--- src/rtl/pmp_cfg_pkg.sv ---
package pmp_cfg_pkg;

  typedef enum logic [1:0] {
    SEL_CFG  = 2'd0,
    SEL_ADDR = 2'd1,
    SEL_SEC  = 2'd2,
    SEL_NONE = 2'd3
  } csr_sel_e;

  typedef enum logic [1:0] {
    AM_OFF   = 2'd0,
    AM_TOR   = 2'd1,
    AM_NA4   = 2'd2,
    AM_NAPOT = 2'd3
  } amatch_e;

  localparam int unsigned CFG_R_BIT    = 0;
  localparam int unsigned CFG_W_BIT    = 1;
  localparam int unsigned CFG_X_BIT    = 2;
  localparam int unsigned CFG_LOCK_BIT = 7;

  localparam int unsigned SEC_MML_BIT  = 0;
  localparam int unsigned SEC_MMWP_BIT = 1;
  localparam int unsigned SEC_RLB_BIT  = 2;

  function automatic amatch_e cfg_mode(input logic [7:0] cfg);
    return amatch_e'(cfg[4:3]);
  endfunction

endpackage

--- src/rtl/pmp_cfg_lane.sv ---
module pmp_cfg_lane
  import pmp_cfg_pkg::*;
(
  input  logic       clk_i,
  input  logic       rst_ni,
  input  logic       wr_i,
  input  logic [7:0] wbyte_i,
  input  logic       esec_en_i,
  input  logic       mml_i,
  input  logic       rlb_i,
  output logic [7:0] cfg_o,
  output logic       acc_o
);

  logic [7:0] cfg_q;
  logic       cur_lock, new_lock, new_x, ok;
  logic [2:0] new_rwx;

  always_comb begin
    cur_lock = cfg_q[CFG_LOCK_BIT];
    new_lock = wbyte_i[CFG_LOCK_BIT];
    new_x    = wbyte_i[CFG_X_BIT];
    new_rwx  = wbyte_i[CFG_X_BIT:CFG_R_BIT];
    if (!esec_en_i) begin
      ok = !cur_lock;
    end else begin
      ok = rlb_i
         | (!mml_i && !cur_lock)
         | (mml_i && new_lock && !new_x)
         | (mml_i && !new_lock && (new_rwx != 3'b110));
    end
    acc_o = wr_i && ok;
  end

  always_ff @(posedge clk_i or negedge rst_ni) begin
    if (!rst_ni)    cfg_q <= '0;
    else if (acc_o) cfg_q <= wbyte_i;
  end

  assign cfg_o = cfg_q;

endmodule

--- src/rtl/pmp_addr_lane.sv ---
module pmp_addr_lane #(
  parameter int unsigned XLEN = 32
) (
  input  logic            clk_i,
  input  logic            rst_ni,
  input  logic            wr_i,
  input  logic [XLEN-1:0] wdata_i,
  input  logic            own_lock_i,
  input  logic            nxt_tor_lock_i,
  output logic [XLEN-1:0] addr_o,
  output logic            acc_o
);

  logic [XLEN-1:0] addr_q;

  assign acc_o = wr_i && !own_lock_i && !nxt_tor_lock_i;

  always_ff @(posedge clk_i or negedge rst_ni) begin
    if (!rst_ni)    addr_q <= '0;
    else if (acc_o) addr_q <= wdata_i;
  end

  assign addr_o = addr_q;

endmodule

--- src/rtl/pmp_sec_reg.sv ---
module pmp_sec_reg
  import pmp_cfg_pkg::*;
(
  input  logic       clk_i,
  input  logic       rst_ni,
  input  logic       wr_i,
  input  logic [2:0] wdata_i,
  input  logic       any_lock_i,
  output logic       mml_o,
  output logic       mmwp_o,
  output logic       rlb_o
);

  logic mml_q, mmwp_q, rlb_q;
  logic rlb_may_set;

  // bypass can only be raised while nothing is locked
  assign rlb_may_set = rlb_q || !any_lock_i;

  always_ff @(posedge clk_i or negedge rst_ni) begin
    if (!rst_ni) begin
      mml_q  <= 1'b0;
      mmwp_q <= 1'b0;
      rlb_q  <= 1'b0;
    end else if (wr_i) begin
      mml_q  <= mml_q  | wdata_i[SEC_MML_BIT];
      mmwp_q <= mmwp_q | wdata_i[SEC_MMWP_BIT];
      rlb_q  <= rlb_may_set & wdata_i[SEC_RLB_BIT];
    end
  end

  assign mml_o  = mml_q;
  assign mmwp_o = mmwp_q;
  assign rlb_o  = rlb_q;

endmodule

--- src/rtl/pmp_cfg_bank.sv ---
module pmp_cfg_bank
  import pmp_cfg_pkg::*;
#(
  parameter int unsigned N_ENTRIES = 8,
  parameter int unsigned XLEN      = 32,
  parameter int unsigned IDX_W     = 5
) (
  input  logic                      clk_i,
  input  logic                      rst_ni,
  input  logic                      esec_en_i,
  input  logic                      csr_valid_i,
  input  logic                      csr_we_i,
  input  logic [1:0]                csr_sel_i,
  input  logic [IDX_W-1:0]          csr_idx_i,
  input  logic [XLEN-1:0]           csr_wdata_i,
  output logic [XLEN-1:0]           csr_rdata_o,
  output logic [8*N_ENTRIES-1:0]    cfg_o,
  output logic [XLEN*N_ENTRIES-1:0] addr_o,
  output logic                      mml_o,
  output logic                      mmwp_o,
  output logic                      rlb_o,
  output logic                      chg_o
);

  localparam int unsigned BPC = XLEN / 8;

  csr_sel_e sel;
  logic     wr_go;
  logic     sec_wr;
  logic     any_lock;
  logic     chg_q;
  logic     mml, rlb;

  logic [7:0]      cfg_arr  [N_ENTRIES];
  logic [XLEN-1:0] addr_arr [N_ENTRIES];
  logic [N_ENTRIES-1:0] cfg_acc, addr_acc;

  assign sel    = csr_sel_e'(csr_sel_i);
  assign wr_go  = csr_valid_i && csr_we_i;
  assign sec_wr = wr_go && (sel == SEL_SEC);

  for (genvar e = 0; e < N_ENTRIES; e++) begin : g_ent
    localparam int CsrNum  = e / BPC;
    localparam int ByteSel = e % BPC;

    logic cfg_wr, addr_wr, nxt_tor_lock;

    assign cfg_wr  = wr_go && (sel == SEL_CFG)  && (int'(csr_idx_i) == CsrNum);
    assign addr_wr = wr_go && (sel == SEL_ADDR) && (int'(csr_idx_i) == e);

    if (e + 1 < N_ENTRIES) begin : g_nxt
      assign nxt_tor_lock = cfg_arr[e+1][CFG_LOCK_BIT] &&
                            (cfg_mode(cfg_arr[e+1]) == AM_TOR);
    end else begin : g_last
      assign nxt_tor_lock = 1'b0;
    end

    pmp_cfg_lane u_cfg (
      .clk_i     (clk_i),
      .rst_ni    (rst_ni),
      .wr_i      (cfg_wr),
      .wbyte_i   (csr_wdata_i[ByteSel*8 +: 8]),
      .esec_en_i (esec_en_i),
      .mml_i     (mml),
      .rlb_i     (rlb),
      .cfg_o     (cfg_arr[e]),
      .acc_o     (cfg_acc[e])
    );

    pmp_addr_lane #(.XLEN(XLEN)) u_addr (
      .clk_i          (clk_i),
      .rst_ni         (rst_ni),
      .wr_i           (addr_wr),
      .wdata_i        (csr_wdata_i),
      .own_lock_i     (cfg_arr[e][CFG_LOCK_BIT]),
      .nxt_tor_lock_i (nxt_tor_lock),
      .addr_o         (addr_arr[e]),
      .acc_o          (addr_acc[e])
    );

    assign cfg_o[e*8 +: 8]         = cfg_arr[e];
    assign addr_o[e*XLEN +: XLEN]  = addr_arr[e];
  end

  always_comb begin
    any_lock = 1'b0;
    for (int e = 0; e < N_ENTRIES; e++) any_lock |= cfg_arr[e][CFG_LOCK_BIT];
  end

  pmp_sec_reg u_sec (
    .clk_i      (clk_i),
    .rst_ni     (rst_ni),
    .wr_i       (sec_wr),
    .wdata_i    (csr_wdata_i[2:0]),
    .any_lock_i (any_lock),
    .mml_o      (mml),
    .mmwp_o     (mmwp_o),
    .rlb_o      (rlb)
  );

  assign mml_o = mml;
  assign rlb_o = rlb;

  always_comb begin
    csr_rdata_o = '0;
    unique case (sel)
      SEL_CFG: begin
        for (int e = 0; e < N_ENTRIES; e++) begin
          if (int'(csr_idx_i) == e / BPC) csr_rdata_o[(e % BPC)*8 +: 8] = cfg_arr[e];
        end
      end
      SEL_ADDR: begin
        for (int e = 0; e < N_ENTRIES; e++) begin
          if (int'(csr_idx_i) == e) csr_rdata_o = addr_arr[e];
        end
      end
      SEL_SEC: begin
        csr_rdata_o[SEC_MML_BIT]  = mml;
        csr_rdata_o[SEC_MMWP_BIT] = mmwp_o;
        csr_rdata_o[SEC_RLB_BIT]  = rlb;
      end
      default: csr_rdata_o = '0;
    endcase
  end

  always_ff @(posedge clk_i or negedge rst_ni) begin
    if (!rst_ni) chg_q <= 1'b0;
    else         chg_q <= (|cfg_acc) || (|addr_acc) || sec_wr;
  end

  assign chg_o = chg_q;

endmodule

--- config.mk ---
export PLATFORM = sky130hd
export DESIGN_NAME = pmp_cfg_bank
export DESIGN_NICKNAME = d
export VERILOG_FILES = /design/src/rtl/pmp_cfg_pkg.sv /design/src/rtl/pmp_cfg_lane.sv /design/src/rtl/pmp_addr_lane.sv /design/src/rtl/pmp_sec_reg.sv /design/src/rtl/pmp_cfg_bank.sv
export SDC_FILE = /design/constraint.sdc
export NUM_CORES = 1
export LEC_CHECK = 0
export ABC_AREA = 0
export BUFFER_PORTS_ARGS = -buffer_cell sky130_fd_sc_hd__buf_2
export CAP_MARGIN = 20
export CORE_MARGIN = 1.5
export CORE_UTILIZATION = 58
export DETAILED_ROUTE_END_ITERATION = 7
export PLACE_DENSITY = 0.95
export RECOVER_POWER = 50
export SYNTH_ARGS = -nofsm -noshare
export SYNTH_HDL_FRONTEND = slang
export SYNTH_HIERARCHICAL = 1
export SYNTH_SLANG_ARGS = --single-unit
--- constraint.sdc ---
create_clock -name clk_i -period 6.45 [get_ports clk_i]
set_input_delay 1.29 -clock clk_i [delete_from_list [all_inputs] [get_ports clk_i]]
set_output_delay 1.29 -clock clk_i [all_outputs]
set_load 0.005 [all_outputs]
# --- Word-level counts from Yosys, hierarchy flattened ---
# Cells that the tools add are included.
totals:
  regBits: 324
  wordCells: 202
  out_inout_bits: 356
  rom_bits: 0
  input_bits: 44
  mem_bits_rw: 0
  latchBits: 0
  n_memories: 0
op_classes:
  n_reduce_logical: 101
  div: 0
  n_mul: 0
  bitwise: 34
  shifts: 0
  n_mux: 26
  eq_ne: 21
  magnitude_cmp: 0
  add_sub_neg: 0
ops:
  columns: ["cell", "n"]
  rows:
  - ["$mux W32", 8]
  - ["$logic_and A1 B1 Y1", 68]
  - ["$mux W8", 8]
  - ["$pmux W29 S2", 1]
  - ["$or A1 B1 Y1", 33]
  - ["$logic_not A1 Y1", 25]
  - ["$eq A5 B4 Y1 const B", 4]
  - ["$eq A2 B1 Y1 const B", 8]
  - ["$reduce_or A8 Y1", 2]
  - ["$ne A3 B3 Y1 const B", 4]
  - ["$eq A5 B3 Y1 const B", 2]
  - ["$logic_not A5 Y1", 2]
  - ["$pmux W3 S3", 1]
  - ["$mux W1", 8]
  - ["$eq A5 B1 Y1 const B", 1]
  - ["$eq A5 B2 Y1 const B", 1]
  - ["$logic_or A1 B1 Y1", 3]
  - ["$eq A2 B2 Y1 const B", 1]
  - ["$logic_not A2 Y1", 1]
  - ["$and A1 B1 Y1", 1]

# --- Longest topological paths before layout ---
logic_depth:
  ltp_word: 10
  mapped_depth: 10
  ltp_nobuf: 7

# --- Cells and area by module ---
# The synthesis kept the hierarchy.
modules_own_cells:
  columns: ["module", "seq_area_each_um2", "n_inst", "cells_per_inst", "area_per_inst_um2"]
  rows:
  - ["pmp_addr_lane", 800.8, 8, 68, 1213.7]
  - ["pmp_cfg_bank", 25.0, 1, 522, 3329.4]
  - ["pmp_cfg_lane", 200.2, 8, 23, 367.9]
  - ["pmp_sec_reg", 75.1, 1, 8, 113.9]

# --- Worst setup path after synthesis ---
# OpenSTA, ideal clock, no wires.
synth_path:
  path_type: "input to output"
  startpoint: "input csr_idx_i[3]"
  endpoint: "output csr_rdata_o[14]"
  path_buffers: 2
  cell_stages: 7
  required_ps: 5160
  setup_slack_ps: 2529
  arrival_ps: 2631
  path_cell_list: "buf_6 -> or3_4 -> nor2_4 -> buf_6 -> o2bb2ai_2 -> nand3_1 -> a2111oi_2"
synth_between:
  elab_chain_len: 10
  word_cells_on_any_way: 21
  classes_between: "8 x eq/ne; 11 x mux; 2 x reduce/logical"
synth_lines:
  columns: ["item", "line", "rtl"]
  rows:
  - ["start, declared", "pmp_cfg_bank.sv:14", "input logic [IDX_W-1:0] csr_idx_i,"]
  - ["$logic_not A5 Y1", "pmp_cfg_bank.sv:114", "if (int'(csr_idx_i) == e) csr_rdata_o = addr_arr[e];"]
  - ["$mux W32 (8 in a row)", "pmp_cfg_bank.sv:114", null]
  - ["$pmux W29 S2 (*)", "pmp_cfg_bank.sv:106", "unique case (sel)"]
  - ["end, declared", "pmp_cfg_bank.sv:16", "output logic [XLEN-1:0] csr_rdata_o,"]
# Every way passes the cells marked *; elsewhere a longest branch is shown, timed or not.

# --- Worst setup path in the final report ---
layout_path:
  startpoint: "input csr_idx_i[1]"
  endpoint: "output csr_rdata_o[5]"
# Same word-level chain as after synthesis.

==> summary.txt <==
CTS tree: built
register area share after synthesis: 50.4%
GP Congestion: 0.942
maximum capacitance violations: 1
initial core utilization: 59.4%
GRT Total Usage: 41.5%
status: finished, violations left
Clk Latency, worst-skew pair: 0.52 ns
cts-stage hold buffer count: 0
unique cell type count in the Yosys netlist: 56
Final min period: 5.53 ns
Num CTS Buffers: 35
Post-synth EDFFs: 0
core area: 27100 sq um
Hold Crit Class: flip-flop to flip-flop
Top Ports: 400
# DRC: 0
Vias: 14200
hpwl dp: 38900 um
Via density: 7.01
failing checks: max-capacitance violations, max-slew violations
most common cell after layout, fill and taps aside: dfrtp_1
number of global-route vias before repair: 14300
mapped cell area: 16100 sq um
met3 wire len: 7900 um
Most used DFF post-synth: dfrtp_1
Total Wirelength: 60800 um
Worst setup SP type: input pin
drt first pass iters: 8
nature of the critical path endpoint: output pin
Die H: 170 um
most frequent cells in the layout: dfrtp_1, buf_2, mux2_2
P per Cell Area: 249 nW/um^2
largest net degree at the start of global routing: 189
syn nets: 1302
Setup Skew: 0.0276 ns
Mapped Cells: 1258
Slew @ Worst Pin: 4.10 ns
WL met2: 27700 um
metal1 wirelength: 21000 um
initial antenna violation count: 4
Async SR Flop Fraction: 100%
DR top layer: met5
clk sinks: 324
# rows: 60
DR WL/cell: 30.0 um
Final ANT Viol Nets: 0
Syn-to-layout area delta: 19.6%
first-pass GRT wire length: 88700 um
VDD IR max: 0.000255 V
Final Net Count: 1668
I/O Buffers: 399
die width: 170 um
Hold Vio Cnt, Final: 0
layout cell share with drive strength beyond 1: 44.2%
cts repair resizes: 0
Worst Path Max Fanout: 28
CP Class: input pin to output pin
Pins Over Slew Limit: 72
Setup TNS Final: 0 ns
fmax: 181 MHz
Worst EP required: 5.16 ns
Data arrival, critical path: 4.24 ns
total gr overflow: 0
final setup violation count: 0
Detailed Route Iter0 Violations: 1766
Synth Area per Inst: 12.8 sq um
CTS Buffer Depth: 3
synth warn: 6
htree depth: 2
Final Hold Slack: 0.526 ns
RSZ-0062 raised after global routing: false
die area: 28800 sq um
CTS Root Cell: clkbuf_16
fin crit share: 85.7%
Lkg Pwr: 9.55 nW
#FFs+latches synth: 324
Slew HR: -173%
Worst-path clk slew: 0.06 ns
post-CTS setup buffer count: 0
-- sequential cells by signal (all words and copies together) (netlist names) --
signal and cells:
u_sec/mmwp_o 1, u_sec/mml_o 1, u_sec/rlb_o 1, g_ent.u_addr/addr_o 256, chg_o 1, g_ent.u_cfg/cfg_o 64
-- where the power goes --
group | internal, mW | leakage, nW | switching, mW
logic | 0.205 | 4.52 | 0.296
clock network | 1.21 | 0.575 | 0.849
registers | 2.13 | 4.46 | 0.114
-- cell families after synthesis --
group	after synthesis	synth area share [%]
flops	324	50.4
simple gates	144	5.33
other cells	1	0.0233
buf+inv	109	4.35
mux	321	23.9
compound gates	359	16.0
-- stage by stage --
stage          total power, mW  area, sq um  setup WS, ns  std cells  utilization (%)
2_1_floorplan             2.46        16100          2.53       1258                -
3_3_place_gp              2.73        18200          1.23       1957             67.1
3_5_place_dp              2.76        18200          1.06       1958             67.1
4_1_cts                   4.79        19400          1.06       2021             71.5
5_1_grt                   4.93        19300         0.900       2024             71.1
6_report                  4.80        19300         0.922       2024             71.1
-- area by class of cell --
type,count,area (sq um)
clock buffers,46,988
inverters,14,52.6
fillers,1850,7850
diodes,2,5.00
clock inverters,17,183
flip-flops and latches,324,8110
repair buffers,424,2090
well taps,372,465
multi-input cells,825,7360
-- Yosys cell counts (all sizes together), types with 9 or more instances --
| library cell | number | area share (%) |
|---|---|---|
| a2bb2oi | 30 | 1.6 |
| clkbuf | 32 | 0.75 |
| a22oi | 52 | 2.4 |
| dfrtp | 324 | 50 |
| o22a | 44 | 2.4 |
| nor2 | 51 | 1.3 |
| o22ai | 25 | 0.97 |
| buf | 63 | 3.3 |
| o2bb2ai | 11 | 0.68 |
| inv | 14 | 0.33 |
| a21oi | 92 | 2.9 |
| mux2 | 320 | 24 |
| nor3b | 9 | 0.98 |
| nand2 | 24 | 0.56 |
| o21ai | 27 | 0.84 |
| nand3 | 10 | 0.31 |
| a211oi | 22 | 1.0 |
| o31ai | 23 | 1.1 |
-- layer usage --
metal / vias to the layer above / GRT usage (%)
met1: 6954 / 51.7
met2: 1361 / 63.7
met3: 364 / 12.0
li1: 5513 / -
met4: 4 / 26.2
met5: - / 0
-- worst max-delay path: stages --
cell and delay (ns):
buf_2 0.40, nand2b_2 0.62, nor2_4 0.95, a21oi_1 0.17, a2bb2oi_1 0.18, o41ai_2 0.43, buf_2 0.18
-- path summary, 6_finish.rpt --
kind | end | depth (start not counted) | slack, ns | startpoint
worst min register to register | g_ent[7].u_addr/addr_o[0]$_DFFE_PN0P_ | 1 | 0.53 | g_ent[7].u_addr/addr_o[0]$_DFFE_PN0P_
worst max-delay path | csr_rdata_o[5] | 7 | 0.92 | csr_idx_i[1]
min in group asynchronous | g_ent[3].u_addr/addr_o[27]$_DFFE_PN0P_ | 1 | 2.22 | rst_ni
worst min-delay path | g_ent[7].u_addr/addr_o[0]$_DFFE_PN0P_ | 1 | 0.53 | g_ent[7].u_addr/addr_o[0]$_DFFE_PN0P_
worst max register to register | g_ent[6].u_addr/addr_o[26]$_DFFE_PN0P_ | 4 | 3.74 | g_ent[7].u_cfg/cfg_o[7]$_DFFE_PN0P_
max in group asynchronous | g_ent[7].u_addr/addr_o[21]$_DFFE_PN0P_ | 2 | 1.70 | rst_ni
No activity file was read; power rests on OpenSTA's default activity.
